### config.mk
export PLATFORM = sky130hd
export DESIGN_NAME = lrsc_monitor
export DESIGN_NICKNAME = d
export VERILOG_FILES = /design/src/rtl/lrsc_pkg.sv /design/src/rtl/lrsc_arb.sv /design/src/rtl/lrsc_resv.sv /design/src/rtl/lrsc_mem.sv /design/src/rtl/lrsc_monitor.sv
export SDC_FILE = /design/constraint.sdc
export NUM_CORES = 1
export LEC_CHECK = 0
export BUFFER_PORTS_ARGS = -buffer_cell sky130_fd_sc_hd__buf_4
export CELL_PAD_IN_SITES_DETAIL_PLACEMENT = 0
export CELL_PAD_IN_SITES_GLOBAL_PLACEMENT = 2
export CORE_MARGIN = 4
export CORE_UTILIZATION = 35
export DETAILED_ROUTE_END_ITERATION = 16
export GPL_TIMING_DRIVEN = 0
export PLACE_DENSITY_LB_ADDON = 0.1
export SKIP_CTS_REPAIR_TIMING = 1
export SKIP_LAST_GASP = 1
export SLEW_MARGIN = 20
export SYNTH_ARGS = -nofsm -noshare
export SYNTH_HDL_FRONTEND = slang
export SYNTH_HIERARCHICAL = 1
export SYNTH_SLANG_ARGS = --single-unit
### constraint.sdc
create_clock -name clk -period 5 [get_ports clk]
set_clock_uncertainty 0.2 [all_clocks]
set_input_delay 1 -clock clk [delete_from_list [all_inputs] [get_ports clk]]
set_output_delay 1 -clock clk [all_outputs]
set_load 0.05 [all_outputs]
### src/rtl/lrsc_pkg.sv
package lrsc_pkg;
  typedef enum logic [1:0] {
    OP_LD = 2'd0,
    OP_ST = 2'd1,
    OP_LR = 2'd2,
    OP_SC = 2'd3
  } op_e;
endpackage

### src/rtl/lrsc_arb.sv
module lrsc_arb #(
  parameter int NHART = 2,
  localparam int HW = (NHART > 1) ? $clog2(NHART) : 1
) (
  input  logic [NHART-1:0] req,
  output logic [NHART-1:0] gnt,
  output logic             gnt_any,
  output logic [HW-1:0]    gnt_idx
);
  always_comb begin
    gnt_idx = '0;
    gnt_any = 1'b0;
    for (int i = NHART - 1; i >= 0; i--) begin
      if (req[i]) begin
        gnt_idx = HW'(i);
        gnt_any = 1'b1;
      end
    end
    gnt = '0;
    if (gnt_any) gnt[gnt_idx] = 1'b1;
  end
endmodule

### src/rtl/lrsc_resv.sv
module lrsc_resv
  import lrsc_pkg::*;
#(
  parameter int NHART = 2,
  parameter int AW    = 6,
  localparam int HW = (NHART > 1) ? $clog2(NHART) : 1
) (
  input  logic                clk,
  input  logic                rst,
  input  logic                snp_valid,
  input  logic [AW-1:0]       snp_addr,
  input  logic                gnt_any,
  input  logic [HW-1:0]       gnt_idx,
  input  op_e                 gnt_op,
  input  logic [AW-1:0]       gnt_addr,
  output logic                sc_ok,
  output logic [NHART-1:0]    resv_vld,
  output logic [NHART*AW-1:0] resv_addr
);
  // reservations as seen after this cycle's snoop has been applied
  logic [NHART-1:0] vld_post_snp;
  logic             foreign_wr;

  always_comb begin
    for (int i = 0; i < NHART; i++) begin
      vld_post_snp[i] = resv_vld[i] &
        ~(snp_valid && (resv_addr[i*AW +: AW] == snp_addr));
    end
    sc_ok = gnt_any && (gnt_op == OP_SC) && vld_post_snp[gnt_idx] &&
            (resv_addr[gnt_idx*AW +: AW] == gnt_addr);
    foreign_wr = gnt_any && ((gnt_op == OP_ST) || sc_ok);
  end

  for (genvar g = 0; g < NHART; g++) begin : g_hart
    logic self_sel;
    logic hit;
    assign self_sel = gnt_any && (gnt_idx == HW'(g));
    assign hit      = resv_addr[g*AW +: AW] == gnt_addr;

    always_ff @(posedge clk) begin
      if (rst) begin
        resv_vld[g]           <= 1'b0;
        resv_addr[g*AW +: AW] <= '0;
      end else if (self_sel && gnt_op == OP_LR) begin
        resv_vld[g]           <= 1'b1;
        resv_addr[g*AW +: AW] <= gnt_addr;
      end else if (self_sel && gnt_op == OP_SC) begin
        resv_vld[g] <= 1'b0;
      end else if (!self_sel && foreign_wr && hit) begin
        resv_vld[g] <= 1'b0;
      end else begin
        resv_vld[g] <= vld_post_snp[g];
      end
    end
  end
endmodule

### src/rtl/lrsc_mem.sv
module lrsc_mem #(
  parameter int AW = 6,
  parameter int DW = 16,
  localparam int DEPTH = 1 << AW
) (
  input  logic          clk,
  input  logic          we,
  input  logic [AW-1:0] addr,
  input  logic [DW-1:0] wdata,
  output logic [DW-1:0] rdata
);
  logic [DW-1:0] store_q [DEPTH];

  // read-first single port, maps onto a block RAM
  always_ff @(posedge clk) begin
    if (we) store_q[addr] <= wdata;
    rdata <= store_q[addr];
  end
endmodule

### src/rtl/lrsc_monitor.sv
module lrsc_monitor
  import lrsc_pkg::*;
#(
  parameter int NHART = 2,
  parameter int AW    = 6,
  parameter int DW    = 16,
  localparam int HW = (NHART > 1) ? $clog2(NHART) : 1
) (
  input  logic                clk,
  input  logic                rst,
  input  logic [NHART-1:0]    req_valid,
  input  logic [2*NHART-1:0]  req_op,
  input  logic [AW*NHART-1:0] req_addr,
  input  logic [DW*NHART-1:0] req_wdata,
  output logic [NHART-1:0]    req_ready,
  input  logic                snp_valid,
  input  logic [AW-1:0]       snp_addr,
  output logic [NHART-1:0]    rsp_valid,
  output logic [DW-1:0]       rsp_rdata,
  output logic                rsp_fail
);
  logic             gnt_any;
  logic [HW-1:0]    gnt_idx;
  op_e              gnt_op;
  logic [AW-1:0]    gnt_addr;
  logic [DW-1:0]    gnt_wdata;
  logic             sc_ok;
  logic             mem_we;
  logic [NHART-1:0]    resv_vld;
  logic [NHART*AW-1:0] resv_addr;

  lrsc_arb #(.NHART(NHART)) u_arb (
    .req     (req_valid),
    .gnt     (req_ready),
    .gnt_any (gnt_any),
    .gnt_idx (gnt_idx)
  );

  assign gnt_op    = op_e'(req_op[gnt_idx*2 +: 2]);
  assign gnt_addr  = req_addr[gnt_idx*AW +: AW];
  assign gnt_wdata = req_wdata[gnt_idx*DW +: DW];

  lrsc_resv #(.NHART(NHART), .AW(AW)) u_resv (
    .clk       (clk),
    .rst       (rst),
    .snp_valid (snp_valid),
    .snp_addr  (snp_addr),
    .gnt_any   (gnt_any),
    .gnt_idx   (gnt_idx),
    .gnt_op    (gnt_op),
    .gnt_addr  (gnt_addr),
    .sc_ok     (sc_ok),
    .resv_vld  (resv_vld),
    .resv_addr (resv_addr)
  );

  assign mem_we = gnt_any && ((gnt_op == OP_ST) || sc_ok);

  lrsc_mem #(.AW(AW), .DW(DW)) u_mem (
    .clk   (clk),
    .we    (mem_we),
    .addr  (gnt_addr),
    .wdata (gnt_wdata),
    .rdata (rsp_rdata)
  );

  always_ff @(posedge clk) begin
    if (rst) begin
      rsp_valid <= '0;
      rsp_fail  <= 1'b0;
    end else begin
      rsp_valid <= req_ready;
      rsp_fail  <= gnt_any && (gnt_op == OP_SC) && !sc_ok;
    end
  end
endmodule

Word level (Yosys, flattened, before mapping):

Memories as Yosys holds them, arrays and structs flattened. A register that Yosys moved wholly into a read port is not among the register bits.
Cells that the tools add are included.

* bits in writable memories: 1024
* register bits: 17
* memories kept: 1

* equality and inequality tests: 8
* mux-type cells: 16
* $mul: 1
* bitwise logic cells: 5
* shift-type cells: 4
* reduce and logical (&&, ||, !) cells: 22
* order comparisons: 2

Memories
* u_mem.store_q: words 64, bits a word 16, read ports 1, clocked after memory_dff 1, write ports 1, line lrsc_mem.sv:12 `logic [DW-1:0] store_q [DEPTH];`

Operators by type and width (count)
* 32-bit by 6-bit indexed part select with 16-bit output: 1
* 6-bit equality test: 5
* 12-bit by 5-bit indexed part select with 6-bit output: 2
* 1-bit logical AND: 18
* 1-bit two-way mux: 14
* 2-bit equality test (second input constant): 2
* 4-bit by 3-bit indexed part select with 2-bit output: 1
* 1-bit zero test: 3
* 1-bit by 2-bit multiplier with 3-bit output (second input constant): 1
* 1-bit inverter: 3
* 1-bit bitwise AND: 2
* 2-bit by 1-bit equality test with 1-bit output (second input constant): 1
* 1-bit by 2-bit less-than comparator with 1-bit output (second input constant): 1
* 2-bit two-way mux: 1
* 1-bit demux with 1-bit select: 1
* 1-bit greater-or-equal comparator (second input constant): 1
* 1-bit logical OR: 1

Depth between registers and ports, before layout:

* depth after elaboration: 15
* depth in mapped cells: 15

Cells and area by module:

Netlist, hierarchy kept.

Modules (own cells, without submodules)
* lrsc_mem: cells an instance 2264, times used 1, area each 39480.4 um2
* lrsc_resv: cells an instance 115, times used 1, area each 953.4 um2
* lrsc_monitor: cells an instance 37, times used 1, area each 416.6 um2
* lrsc_arb: cells an instance 4, times used 1, area each 23.8 um2

Least setup slack after synthesis:

Ideal clock, no wire load.

* kind: input port to flip-flop
* from: in req_valid[1]
* to: mem u_mem.store_q[11][0], enable pin
* cell stages on the path: 13
* setup slack: -6 ps
* path buffers: 3
* data arrival time: 4417 ps
* required time: 4412 ps
* path through: nor2b_1 -> buf_6 -> clkbuf_8 -> mux2_2 -> clkbuf_2 -> xnor2_1 -> or4_4 -> nor2b_1 -> a21oi_2 -> nor2b_1 -> nor2b_1 -> nand2_1 -> nor2_1

* elaborated cells between the ends (all ways): 19

RTL lines
* start, declared: line lrsc_monitor.sv:11 `input logic [NHART-1:0] req_valid,`
* 1-bit two-way mux (2 in a row): line lrsc_arb.sv:14 `if (req[i]) begin`
* 1-bit by 2-bit multiplier with 3-bit output: line lrsc_monitor.sv:40 `assign gnt_addr = req_addr[gnt_idx*AW +: AW];`
* 12-bit by 5-bit indexed part select with 6-bit output: line lrsc_monitor.sv:40
* net gnt_addr[3]: line lrsc_monitor.sv:25 `logic [AW-1:0] gnt_addr;`
* 6-bit equality test: line lrsc_resv.sv:30 `(resv_addr[gnt_idx*AW +: AW] == gnt_addr);`
* 1-bit logical AND: line lrsc_resv.sv:29 `sc_ok = gnt_any && (gnt_op == OP_SC) && vld_post_snp[gnt_idx] &&`
* net sc_ok: line lrsc_monitor.sv:27 `logic sc_ok;`
* 1-bit logical OR: line lrsc_monitor.sv:57 `assign mem_we = gnt_any && ((gnt_op == OP_ST) || sc_ok);`
* 1-bit logical AND: line lrsc_monitor.sv:57
* net mem_we: line lrsc_monitor.sv:28 `logic mem_we;`
* 1-bit two-way mux: line lrsc_mem.sv:16 `if (we) store_q[addr] <= wdata;`
* 1-bit two-way mux (not written as such): line lrsc_mem.sv:16
* end, declared: line lrsc_mem.sv:12

The timed path passes the listed nets, and every way through them passes these cells. The select of a mux whose other input is x is not followed.

Worst setup path after layout:

* from: in req_valid[0]
* to: mem u_mem.store_q[7][2], enable pin

* elaborated cells between the ends (all ways): 18

RTL lines
* 1-bit two-way mux *: line lrsc_arb.sv:14
* net gnt_idx: line lrsc_monitor.sv:23 `logic [HW-1:0] gnt_idx;`
* 1-bit by 2-bit multiplier with 3-bit output *: line lrsc_monitor.sv:40
* 12-bit by 5-bit indexed part select with 6-bit output *: line lrsc_monitor.sv:40
* net gnt_addr[2]: line lrsc_monitor.sv:25
* 6-bit equality test: line lrsc_resv.sv:30
* 1-bit logical AND: line lrsc_resv.sv:29
* 1-bit logical OR: line lrsc_monitor.sv:57
* 1-bit logical AND: line lrsc_monitor.sv:57
* 1-bit two-way mux: line lrsc_mem.sv:16
* 1-bit two-way mux (not written as such): line lrsc_mem.sv:16

The timed path passes the listed nets; every way through them passes the cells marked *. The select of a mux whose other input is x is not followed.

==> summary by stage <==
Run status
The run finished, with violations left. The final reports fail on setup timing.

Die
From bottom edge to top edge, the die measures 350 um. The number of placed I/O pins is 80. The core region is 0.116 mm2. The floorplan has 125 rows. Once the floorplan was initialized, standard cells occupied 35.2% of the core.

The floorplan die area is 0.122 mm2. The horizontal die dimension is 350 um.

Yosys
The fraction of synthesized cell area in xor and xnor cells is 0.579%. The number of distinct library cells after synthesis is 70. The register bit total from synthesis is 1057. After synthesis, the share of flip-flops with an asynchronous set or reset is 0%. The mapped netlist covers 0.0409 mm2. Summing the areas of all compound-gate instances in the mapped netlist gives 11.4% of the synthesized area. The synthesized design contains 1024 enable-type register cells.

The most frequent cell after synthesis is sky130_fd_sc_hd__edfxtp_1. Sequential elements use 76.8% of the synthesized area. For this run, the number of Yosys warnings is 6. The dominant combinational cell family by area after synthesis is compound AO/OA/AOI/OAI gates. The post-synthesis cell type with the largest combined area is sky130_fd_sc_hd__edfxtp_1.

Counting instances in the post-synthesis netlist gives the leading cell types as 1024 x sky130_fd_sc_hd__edfxtp_1, 196 x sky130_fd_sc_hd__a22oi_1, 168 x sky130_fd_sc_hd__nor2_1, 164 x sky130_fd_sc_hd__mux2i_1, 106 x sky130_fd_sc_hd__a221oi_1. The proportion of synthesized area in mux cells is 5.49%. By area the synthesized netlist is led by sky130_fd_sc_hd__edfxtp_1 75%, sky130_fd_sc_hd__mux2i_1 4.0%, sky130_fd_sc_hd__a22oi_1 3.6%, sky130_fd_sc_hd__a221oi_1 2.3%, sky130_fd_sc_hd__dfxtp_1 1.6%. The post-synthesis net count is 2479. The average instance in the mapped netlist occupies 16.9 um2.

The top cell type by area accounts for 75.2% of the synthesized area. The share of synthesized cell area in full adder, half adder and majority cells is 0%. Summing the areas of all and, or, nand and nor instances in the mapped netlist gives 3.42% of the synthesized area. The synthesized instance count is 2420.

The most used flip-flop cell after synthesis is sky130_fd_sc_hd__edfxtp_1.

Worst setup path
The number of cells on the worst reg-to-reg path is 11. At the worst endpoint, the required time is 5180 ps. Along the worst path, the maximum fanout reaches 10. For flop-to-flop paths, the worst setup slack is 1390 ps. Following the worst setup path forward leads to its endpoint at u_mem/store_q[7][2]$_DFFE_PP_. The capturing element type of the critical path is a register.

The worst register-to-register path begins at u_resv/resv_addr[9]$_SDFFE_PP0P_. The type of element launching the critical path is a primary input. The worst setup path startpoint is req_valid[0].

The reg-to-reg endpoint is u_mem/store_q[35][8]$_DFFE_PP_. The worst setup path is of the primary input to register kind. The endpoint arrival time on the critical path is 5270 ps.

Clock tree
The clock insertion delay at the later pin of the skew report is 700 ps. The number of buffers added by the clock tree synthesis step is 115. After clock tree synthesis, the clock-pin slew on the worst setup and hold paths is 60 ps.

The clock tree from TritonCTS is done. Clock tree synthesis selected as its root buffer the cell sky130_fd_sc_hd__clkbuf_16. In this run the number of H-tree levels came out at 3.

In this run the deepest clock path goes through 3 buffers. The TritonCTS sink count is 1057.

Placement
Detailed placement finished with a half-perimeter wire length of 94400 um. The total instance count after detailed placement is 4050. Routability-driven placement finished with a final weighted congestion of 0.823. The count of buffers from port buffering is 79.

Detailed routing
The average wire per cell in the routed design is 32.2 um. The DRC violation count after routing is 0. The first detailed-routing pass took 5 iterations. Summing over every cut layer, the via total after detailed routing is 24500. The iteration-0 DRC count of the detailed router is 2508.

After detailed routing, the number of vias per cell comes to 5.65. Summed over all layers, the routed wires come to 139000 um. Once detail routing completed, the nets flagged for antenna violations numbered 0.

GRT
The global-route usage over all layers is 22.3%. The global-route congestion overflow total is 0. The number of antenna violations at the first check in global routing was 5. Entering global routing, the biggest net connects 65 pins. The wire length of the first global-routing pass is 189000 um. The number of global-route vias before repair is 23700.

Power
For this design the total switching power over the nets is 4.78 mW. For this design the ratio of total power to cell area is 403 mW/mm2. The switching part of the total power is 24.0%. The part of the power in the clock network is 41.0%. The worst ir drop on vdd is 0.317 mV. The internal power of the cells is 15.1 mW. Summed over all cells, the static leakage comes to 15.9 nW. The share of total power dissipated in sequential elements is 49.7%. The final total power is 19.9 mW.

The power share of the combinational group is 9.3%.

Min path
The class of the most critical hold timing path is register to register.

STA
The fraction of the cycle the final worst path needs is 102%. The peak clock frequency supported by timing is 0.196 GHz. Setup repair after global routing could not meet its margin everywhere. The number of hold-slack violations in the final timing report is 0.

The final period demand of the worst path is 5090 ps. Setup slack on the critical path of the routed design comes to -90.7 ps. Measured against its own limit, the worst slew margin works out to 17.9%. The final-report max-slew violation count is 0. The transition time of the tightest slew-check pin is 1230 ps. Hold timing on the final database bottoms out at a slack of 316 ps.

Setup violations remaining at the end of the flow were counted as 13.

Final layout
Excluding fillers, the count of instances in the completed layout stands at 4330. The area growth from synthesis to layout is 20.8%. The post-route netlist has 20.3% of its cells at a drive strength greater than 1. At the end of the flow, the number of nets in the layout was 2768.

Job
Max-cap violations in this run came to 0.
how the worst min path moves through the flow:
stage                                startpoint                                to  slack, ps  depth (start not counted)
6_report       u_resv/resv_addr[5]$_SDFFE_PP0P_  u_resv/resv_addr[5]$_SDFFE_PP0P_        320                          2
5_1_grt        u_resv/resv_addr[1]$_SDFFE_PP0P_  u_resv/resv_addr[1]$_SDFFE_PP0P_        360                          2
4_1_cts        u_resv/resv_addr[5]$_SDFFE_PP0P_  u_resv/resv_addr[5]$_SDFFE_PP0P_        320                          2
3_5_place_dp   u_resv/resv_addr[5]$_SDFFE_PP0P_  u_resv/resv_addr[5]$_SDFFE_PP0P_        310                          2
3_3_place_gp   u_resv/resv_addr[5]$_SDFFE_PP0P_  u_resv/resv_addr[5]$_SDFFE_PP0P_        300                          2
2_1_floorplan  u_resv/resv_addr[5]$_SDFFE_PP0P_  u_resv/resv_addr[5]$_SDFFE_PP0P_        270                          2
stage by stage:
step / instance area, um2 / setup TNS [ps] / util [%] / setup WS (ps)
floorplan: 40900 / -1990 / - / -5.51
global placement: 43400 / -2685260 / 37.4 / -2860
detailed placement: 44500 / -1607630 / 38.3 / -1740
CTS: 48100 / -831020 / 41.4 / -997
global route: 49400 / -3380 / 42.5 / -206
finish: 49400 / -806 / 42.5 / -90.7
routing by layer:
layer  GRT usage (%)  up-vias  wire, um
met5               0        -         0
met4            7.05        0      4690
met3            4.59      207      9340
met2            36.2      913     66100
met1            30.2    12800     59300
li1                -    10500         -
area by class of cell:
| cell class | count | area [um2] |
|---|---|---|
| Clock buffer | 148 | 3180 |
| Multi-Input combinational cell | 1186 | 9180 |
| Timing Repair Buffer | 173 | 2330 |
| Tap cell | 1524 | 1910 |
| Fill cell | 10400 | 66700 |
| Clock inverter | 64 | 453 |
| Buffer | 172 | 901 |
| Sequential cell | 1057 | 31400 |
| Inverter | 4 | 15.0 |
| Antenna cell | 2 | 5.00 |
state kept, by name, summed over array words and instances, names as in the netlist:
name              count
u_resv/resv_addr     12
rsp_valid             2
u_resv/resv_vld       2
u_mem/store_q      1024
u_mem/rdata          16
rsp_fail              1
power by group through the flow:
stage | Clock (mW) | Combinational (mW) | Sequential [mW]
floorplan | 0 | 0.862 | 10.2
global placement | 0 | 1.77 | 10.1
detailed placement | 0 | 1.83 | 10.1
CTS | 8.36 | 1.84 | 9.88
global route | 8.72 | 1.95 | 9.88
finish | 8.17 | 1.85 | 9.88
critical path: stages:
cell	delay, ps
sky130_fd_sc_hd__buf_4	120
sky130_fd_sc_hd__nor2b_2	230
sky130_fd_sc_hd__buf_6	190
sky130_fd_sc_hd__clkbuf_8	220
sky130_fd_sc_hd__mux2_2	360
sky130_fd_sc_hd__buf_6	220
sky130_fd_sc_hd__buf_6	190
sky130_fd_sc_hd__buf_4	300
sky130_fd_sc_hd__buf_4	380
sky130_fd_sc_hd__buf_2	430
sky130_fd_sc_hd__buf_2	380
sky130_fd_sc_hd__nand3_2	490
sky130_fd_sc_hd__nor2_4	480
sky130_fd_sc_hd__buf_8	220
cells in the final DEF, fill, tap and decap left out, types with 10 or more instances in the layout:
cell | synthesis | routed
sky130_fd_sc_hd__a211oi_1 | 20 | 20
sky130_fd_sc_hd__a21oi_1 | 83 | 83
sky130_fd_sc_hd__a221oi_1 | 106 | 106
sky130_fd_sc_hd__a22o_1 | 21 | 21
sky130_fd_sc_hd__a22oi_1 | 196 | 196
sky130_fd_sc_hd__a31oi_1 | 23 | 23
sky130_fd_sc_hd__buf_1 | 13 | 13
sky130_fd_sc_hd__buf_12 | 0 | 56
sky130_fd_sc_hd__buf_16 | 0 | 14
sky130_fd_sc_hd__buf_2 | 62 | 62
sky130_fd_sc_hd__buf_4 | 17 | 112
sky130_fd_sc_hd__buf_6 | 11 | 14
sky130_fd_sc_hd__clkbuf_1 | 65 | 80
sky130_fd_sc_hd__clkbuf_16 | 0 | 121
sky130_fd_sc_hd__clkinv_1 | 0 | 29
sky130_fd_sc_hd__clkinv_2 | 0 | 25
sky130_fd_sc_hd__dfxtp_1 | 33 | 33
sky130_fd_sc_hd__edfxtp_1 | 1024 | 1024
sky130_fd_sc_hd__mux2_2 | 39 | 23
sky130_fd_sc_hd__mux2_4 | 1 | 17
sky130_fd_sc_hd__mux2i_1 | 164 | 164
sky130_fd_sc_hd__nand2_1 | 54 | 50
sky130_fd_sc_hd__nand4_1 | 10 | 10
sky130_fd_sc_hd__nor2_1 | 168 | 104
sky130_fd_sc_hd__nor2_4 | 0 | 65
sky130_fd_sc_hd__nor2b_1 | 14 | 11
sky130_fd_sc_hd__nor3_1 | 16 | 15
sky130_fd_sc_hd__o21ai_0 | 32 | 32
sky130_fd_sc_hd__o221ai_1 | 14 | 14
sky130_fd_sc_hd__o22a_1 | 27 | 27
sky130_fd_sc_hd__o22ai_1 | 58 | 58
sky130_fd_sc_hd__xnor2_1 | 12 | 12
sky130_fd_sc_hd__xor2_1 | 15 | 15
cell families (layout without fill, tap and decap cells):
logic type	count (synthesis)	after routing
compound gates	636	636
xor+xnor	27	27
buf+inv	177	561
flops	1057	1057
mux	211	211
other cells	0	2
simple gates	312	312
Note: power is estimated with default switching activity, not from simulation.
